## config.mk

```make
export PLATFORM = sky130hd
export DESIGN_NAME = smii_tx_deser
export DESIGN_NICKNAME = d
export VERILOG_FILES = /design/src/rtl/smii_tx_deser.sv
export SDC_FILE = /design/constraint.sdc
export NUM_CORES = 1
export LEC_CHECK = 0
export ABC_AREA = 1
export BUFFER_PORTS_ARGS = -buffer_cell sky130_fd_sc_hd__buf_2
export CAP_MARGIN = 10
export CORE_ASPECT_RATIO = 0.7
export CORE_MARGIN = 3
export CORE_UTILIZATION = 56
export CTS_CLUSTER_SIZE = 30
export DETAILED_ROUTE_END_ITERATION = 16
export MAX_ROUTING_LAYER = met4
export PLACE_DENSITY = 0.86
export SYNTH_ARGS = -nofsm -noshare
export SYNTH_HDL_FRONTEND = slang
export SYNTH_SLANG_ARGS = --single-unit
```

## constraint.sdc

```tcl
create_clock -name ref_clk -period 2.4 [get_ports ref_clk]
set_input_delay 0 -clock ref_clk [delete_from_list [all_inputs] [get_ports ref_clk]]
set_output_delay 0 -clock ref_clk [all_outputs]
set_load 0.005 [all_outputs]
```

## src/rtl/smii_tx_deser.sv

```systemverilog
module smii_tx_deser #(
  parameter int DATA_W   = 8,
  parameter int REPEAT   = 10,
  parameter int PICK     = 5,
  parameter bit SRC_SYNC = 1'b0
) (
  input  logic              ref_clk,
  input  logic              ref_sync,
  input  logic              tx_clk,
  input  logic              tx_sync,
  input  logic              rst,
  input  logic              mode_10m,
  input  logic              ser_d,
  output logic              byte_vld,
  output logic [DATA_W-1:0] byte_data,
  output logic              byte_en,
  output logic              byte_err
);
  localparam int SEG_W = DATA_W + 2;
  localparam int PW    = $clog2(SEG_W);
  localparam int CW    = (REPEAT > 1) ? $clog2(REPEAT) : 1;
  localparam logic [PW-1:0] LAST_POS = PW'(SEG_W - 1);
  localparam logic [CW-1:0] LAST_CNT = CW'(REPEAT - 1);
  localparam logic [CW-1:0] PICK_CNT = CW'(PICK - 1);

  logic core_clk, core_sync;
  assign core_clk  = SRC_SYNC ? tx_clk  : ref_clk;
  assign core_sync = SRC_SYNC ? tx_sync : ref_sync;

  logic [PW-1:0]    pos, cur;
  logic             aligned;
  logic [SEG_W-2:0] seg;
  logic             mode_q;
  logic [CW-1:0]    seg_cnt;

  assign cur = core_sync ? '0 : pos;

  logic last, mode_chg, pick, take;
  assign last     = (aligned | core_sync) && (cur == LAST_POS);
  assign mode_chg = mode_10m != mode_q;
  assign pick     = !mode_10m || (seg_cnt == PICK_CNT && !mode_chg);
  assign take     = last && pick;

  always_ff @(posedge core_clk) begin
    if (rst) begin
      pos       <= '0;
      aligned   <= 1'b0;
      seg       <= '0;
      mode_q    <= mode_10m;
      seg_cnt   <= '0;
      byte_vld  <= 1'b0;
      byte_data <= '0;
      byte_en   <= 1'b0;
      byte_err  <= 1'b0;
    end else begin
      pos     <= (cur == LAST_POS) ? '0 : cur + PW'(1);
      aligned <= aligned | core_sync;
      if (cur != LAST_POS) seg[cur] <= ser_d;
      mode_q  <= mode_10m;
      if (mode_chg)
        seg_cnt <= '0;
      else if (last && mode_10m)
        seg_cnt <= (seg_cnt == LAST_CNT) ? '0 : seg_cnt + CW'(1);
      byte_vld <= take && seg[1];
      if (take) begin
        byte_err <= seg[0];
        byte_en  <= seg[1];
        if (seg[1]) byte_data <= {ser_d, seg[SEG_W-2:2]};
      end
    end
  end
endmodule

```

# Yosys cells after proc, flatten, opt, wreduce, memory -nomap -nowiden
# Index checks and enable logic that the tools add are counted.
[totals]
ff_bits = 30
input_bits = 7
out_inout_bits = 11
[op_classes]
reduce_logical = 12
eq_ne = 5
add_sub_neg = 2
order_cmp = 2
n_bitwise = 1
muxes = 5
[op_table]
columns = ["op", "count"]
rows = [
  ["bitwise mux 9 bit", 1],
  ["adder 4 x 1 -> 4 bit, second input constant", 2],
  ["equality test 4 bit, second input constant", 2],
  ["2-to-1 mux 4 bit", 2],
  ["logical AND 1 bit", 6],
  ["< comparator 4 x 5 -> 1 bit, second input constant", 1],
  ["demux 1 bit (select 4 bit)", 1],
  ["equality test 4 x 3 -> 1 bit, second input constant", 1],
  ["greater-or-equal comparator 4 x 1 -> 1 bit, second input constant", 1],
  ["inequality test 4 bit, second input constant", 1],
  ["OR reduction 2 bit", 2],
  ["logical NOT 1 bit", 2],
  ["AND reduction 2 bit", 1],
  ["logical OR 1 bit", 1],
  ["2-to-1 mux 1 bit", 1],
  ["inequality test 1 bit", 1],
  ["OR 1 bit", 1],
]

# Longest topological paths before layout
[logic_depth]
ltp_word = 6
mapped_depth = 10
mapped_depth_nobuf = 10

# Worst setup path before layout
# Ideal clock, no wire load.
[synth_path]
path_kind = "register to register"
start = "register pos[0]"
end = "register byte_data[1]"
setup_ns = 0.110
t_required_ns = 2.290
arrival_time_ns = 1.407
stages_incl_launch_ff = 10
slack_ns = 0.883
cell_sequence = "dfxtp_1 inv_1 nor2_1 ha_1 nand4_2 nor2_4 buf_6 nand4_1 nand2_1 nor2_1"
[synth_via]
elab_chain_cells = 5
[synth_lines]
columns = ["item", "line", "source"]
rows = [
  ["start: declaration", "30", "logic [PW-1:0] pos, cur;"],
  ["start signal: assignment", "56", "pos <= (cur == LAST_POS) ? '0 : cur + PW'(1);"],
  ["2-to-1 mux 4 bit", "36", "assign cur = core_sync ? '0 : pos;"],
  ["equality test 4 bit", "39", "assign last = (aligned | core_sync) && (cur == LAST_POS);"],
  ["logical AND 1 bit", "39", ""],
  ["logical AND 1 bit", "42", "assign take = last && pick;"],
  ["AND reduction 2 bit (no line)", "--", ""],
  ["end signal: assignment", "68", "if (seg[1]) byte_data <= {ser_d, seg[SEG_W-2:2]};"],
  ["end: declaration", "15", "output logic [DATA_W-1:0] byte_data,"],
]
# No other way between the ends.
# A chain may end at the register's enable or synchronous reset.

# Final worst setup path
[layout_path]
start = "register pos[0]"
end = "register seg_cnt[3]"
[layout_via]
elab_chain_cells = 4
[layout_lines]
columns = ["item", "line", "source"]
rows = [
  ["2-to-1 mux 4 bit", "36", ""],
  ["equality test 4 bit", "39", ""],
  ["logical AND 1 bit", "39", ""],
  ["logical AND 1 bit", "62", "else if (last && mode_10m)"],
  ["end signal: assignment", "63", "seg_cnt <= (seg_cnt == LAST_CNT) ? '0 : seg_cnt + CW'(1);"],
  ["end: declaration", "34", "logic [CW-1:0] seg_cnt;"],
]
# No other way between the ends.

==> impl_metrics.env <==
export IMPL_drt_iter0_drc=111
export IMPL_worstHoldStart="rst"
export IMPL_p_per_area_mw_per_mm2=579.1
export IMPL_clk_pin_slew_worst_paths_ps=60
export IMPL_cp_start_kind="register"
export IMPL_finalInstanceArea_mm2=0.001595
export IMPL_cts_max_level=2
export IMPL_finalNetCount=230
export IMPL_synthFlopType="dfxtp_1"
export IMPL_drt_wl_total_mm=2.648
export IMPL_r2r_start="pos[0]$_SDFF_PP0_"
export IMPL_ioPinCount=18
export IMPL_tightest_slew_ps=387.5
export IMPL_start_util_pct=62.60
export IMPL_grt_max_degree=17
export IMPL_portBuffers=15
export IMPL_dr_wl_met2_mm=1.103
export IMPL_area_growth_pct=11.06
export IMPL_grt_pass1_vias=1016
export IMPL_grt_total_usage_pct=18.77
export IMPL_final_setup_viol_count=0
export IMPL_die_x_um=66.53
export IMPL_cts_resized_gates=0
export IMPL_fin_util_pct=69.52
export IMPL_crit_arrival_ps=2050
export IMPL_path_class="reg -> reg"
export IMPL_p_leak_nw=0.6842
export IMPL_via_per_inst=5.036
export IMPL_gp_congestion=0.8625
export IMPL_cpMostUsedCell="nand2_1"
export IMPL_hold_class="in -> reg"
export IMPL_ys_warn_count=0
export IMPL_core_area_mm2=0.002295
export IMPL_drt_wirelength_per_cell_um=10.55
export IMPL_setup_tns_final_ps=0
export IMPL_synth_fp_nets=214
export IMPL_rows=14
export IMPL_yosys_cell_types_count=22
export IMPL_drc_errors=0
export IMPL_cts_buffers=5
export IMPL_grt_remaining_overflow=0
export IMPL_cts_hold_buf=1
export IMPL_worstPathRequired_ps=2610
export IMPL_worstHoldEndpoint="aligned$_SDFF_PP0_"
export IMPL_hold_viol_final=0
export IMPL_worstSkewPairLatency_ps=270
export IMPL_synth_area_mm2=0.001436
export IMPL_synth_edff_count=0
export IMPL_cts_root_buf="clkbuf_8"
export IMPL_worstSetupEndpointType="register"
export IMPL_cts_sinks=30
export IMPL_fin_crit_ps=1840
export IMPL_avgSynthCellArea_um2=7.076
export IMPL_cp_cell_sequence="inv_1 > nor2_1 > ha_1 > nand4_2 > nor2_4 > nand2_1 > nand2_1 > nand2_1 > nor2_1"
export IMPL_cts_tree="yes"
export IMPL_synthTopCellsByCount="39 x inv_1, 34 x nand2_1, 30 x dfxtp_1"
export IMPL_r2r_slack_ps=560
export IMPL_antenna_found_initial=0
export IMPL_yosys_top_cells_area="dfxtp_1 42%, inv_1 10%, nand2_1 8.9%, nor2_1 5.7%, nand4_1 5.7%"
export IMPL_drive_gt1_share_pct=14.16
export IMPL_grt_pass1_wl_mm=4.547
export IMPL_synth_yosys_seq_area_share_pct=41.81
export IMPL_first_pass_iters=4
export IMPL_fill_cells=196
export IMPL_antenna_left=0
export IMPL_met3WireLength_um=106
export IMPL_timing_hold_ws_ps=34.41
export IMPL_worstHoldPathCells=2
export IMPL_max_freq_mhz=543.5
export IMPL_post_dp_hpwl_mm=1.913
export IMPL_status="completed"
export IMPL_placed_area_mm2=0.001509
export IMPL_power_w=0.0009239
export IMPL_grt_setup_unrepaired="false"
export IMPL_synthArstFlopShare_pct=0
export IMPL_cts_path_max_buffers=2
export IMPL_cp_max_fo=16
export IMPL_ir_drop_uv=326.3
export IMPL_reg2reg_to="seg_cnt[3]$_SDFFE_PP0P_"
export IMPL_topRoutingLayerUsed="met4"
export IMPL_period_share_pct=76.66
export IMPL_n_antenna_cell=0
export IMPL_synth_top_area_cell="dfxtp_1"
export IMPL_max_cap_viol_count=0
export IMPL_reg2reg_depth=9
export IMPL_multi_input_area_um2=620.6
export IMPL_die_area_mm2=0.003218
export IMPL_slowest_delay_ps=340
export IMPL_synthCells=203
export IMPL_relSlewSlack_pct=74.11
export IMPL_synth_seq_cells=30
export IMPL_crit_buf_inv=1
export IMPL_cp_top_family="simple AND/OR/NAND/NOR gates"
export IMPL_num_vias=1264
export IMPL_yosysTopAreaCellShare_pct=41.81
export IMPL_cpMaxStageDelayCell="nor2_4"
export IMPL_yosysMostFrequentCell="inv_1"
export IMPL_m1WireLength_mm=1.405
export IMPL_skew_ps=3.264
export IMPL_regArea_um2=600.6
export IMPL_die_h_um=48.37
export IMPL_post_cts_buffers=0
export IMPL_report_final_slew_viol_count=0
-- placed cells by master (no fill, tap or decap), types with 2 or more instances in the layout --
cell type	Yosys	final
nand4_1	13	13
ha_1	4	4
dfxtp_1	30	30
nand3_1	14	14
a21oi_1	16	16
nor2_1	22	22
inv_1	39	39
o21ai_0	2	2
clkbuf_8	0	5
buf_2	1	15
clkbuf_1	2	2
nand2_1	34	34
o21ai_1	9	9
inv_2	6	6
-- sequential cells by signal (all words and copies together) (netlist names) --
name       count
mode_q         1
byte_err       1
seg_cnt        4
byte_en        1
aligned        1
pos            4
byte_vld       1
seg            9
byte_data      8
-- worst max-delay path by stage --
| stage | start | cells past startpoint | end | slack [ps] |
|---|---|---|---|---|
| after floorplan | pos[0]$_SDFF_PP0_ | 9 | byte_data[1]$_SDFFE_PP0P_ | 880 |
| after global placement | pos[0]$_SDFF_PP0_ | 9 | byte_data[1]$_SDFFE_PP0P_ | 610 |
| after detailed placement | pos[0]$_SDFF_PP0_ | 9 | seg_cnt[3]$_SDFFE_PP0P_ | 570 |
| after CTS | pos[0]$_SDFF_PP0_ | 9 | seg_cnt[3]$_SDFFE_PP0P_ | 560 |
| after global routing | pos[0]$_SDFF_PP0_ | 9 | seg_cnt[3]$_SDFFE_PP0P_ | 400 |
| final | pos[0]$_SDFF_PP0_ | 9 | seg_cnt[3]$_SDFFE_PP0P_ | 560 |
-- logic make-up (layout without fill, tap and decap cells) --
kind of cell    Yosys count  count (layout)  synth area share (%)
compound gates           29              29                 11.24
fa+ha+maj                 4               4                 3.484
buf+inv                  53              69                 14.98
flops                    30              30                 41.81
simple gates             87              87                 28.48
-- cell type report --
type                            count  share of cell area [%]
Inverter                           46                   10.82
Clock buffer                        7                   4.784
Timing Repair Buffer               16                   5.333
Tap cell                           32                   2.510
Sequential cell                    30                   37.65
Multi-Input combinational cell    120                   38.90
-- layer usage --
| layer | global-route usage, % | vias up |
|---|---|---|
| li1 | - | 667 |
| met3 | 5.556 | 5 |
| met5 | - | - |
| met4 | 7.095 | 0 |
| met2 | 24.55 | 27 |
| met1 | 26.96 | 565 |
-- where the power goes --
part	leakage, nW	switching, W	internal [W]	total [W]
sequential	0.243	0.00000640	0.000506	0.000512
clock	0.0383	0.000161	0.000199	0.000360
combinational	0.403	0.0000357	0.0000161	0.0000518
total	0.684	0.000203	0.000721	0.000924
-- per-stage QoR --
stage               std cells  setup WS [ps]
floorplan                 203          883.0
global placement          243          605.8
detailed placement        243          572.1
CTS                       251          555.1
global route              251          398.3
finish                    251          560.1
Power figures use the tool's default switching activity.
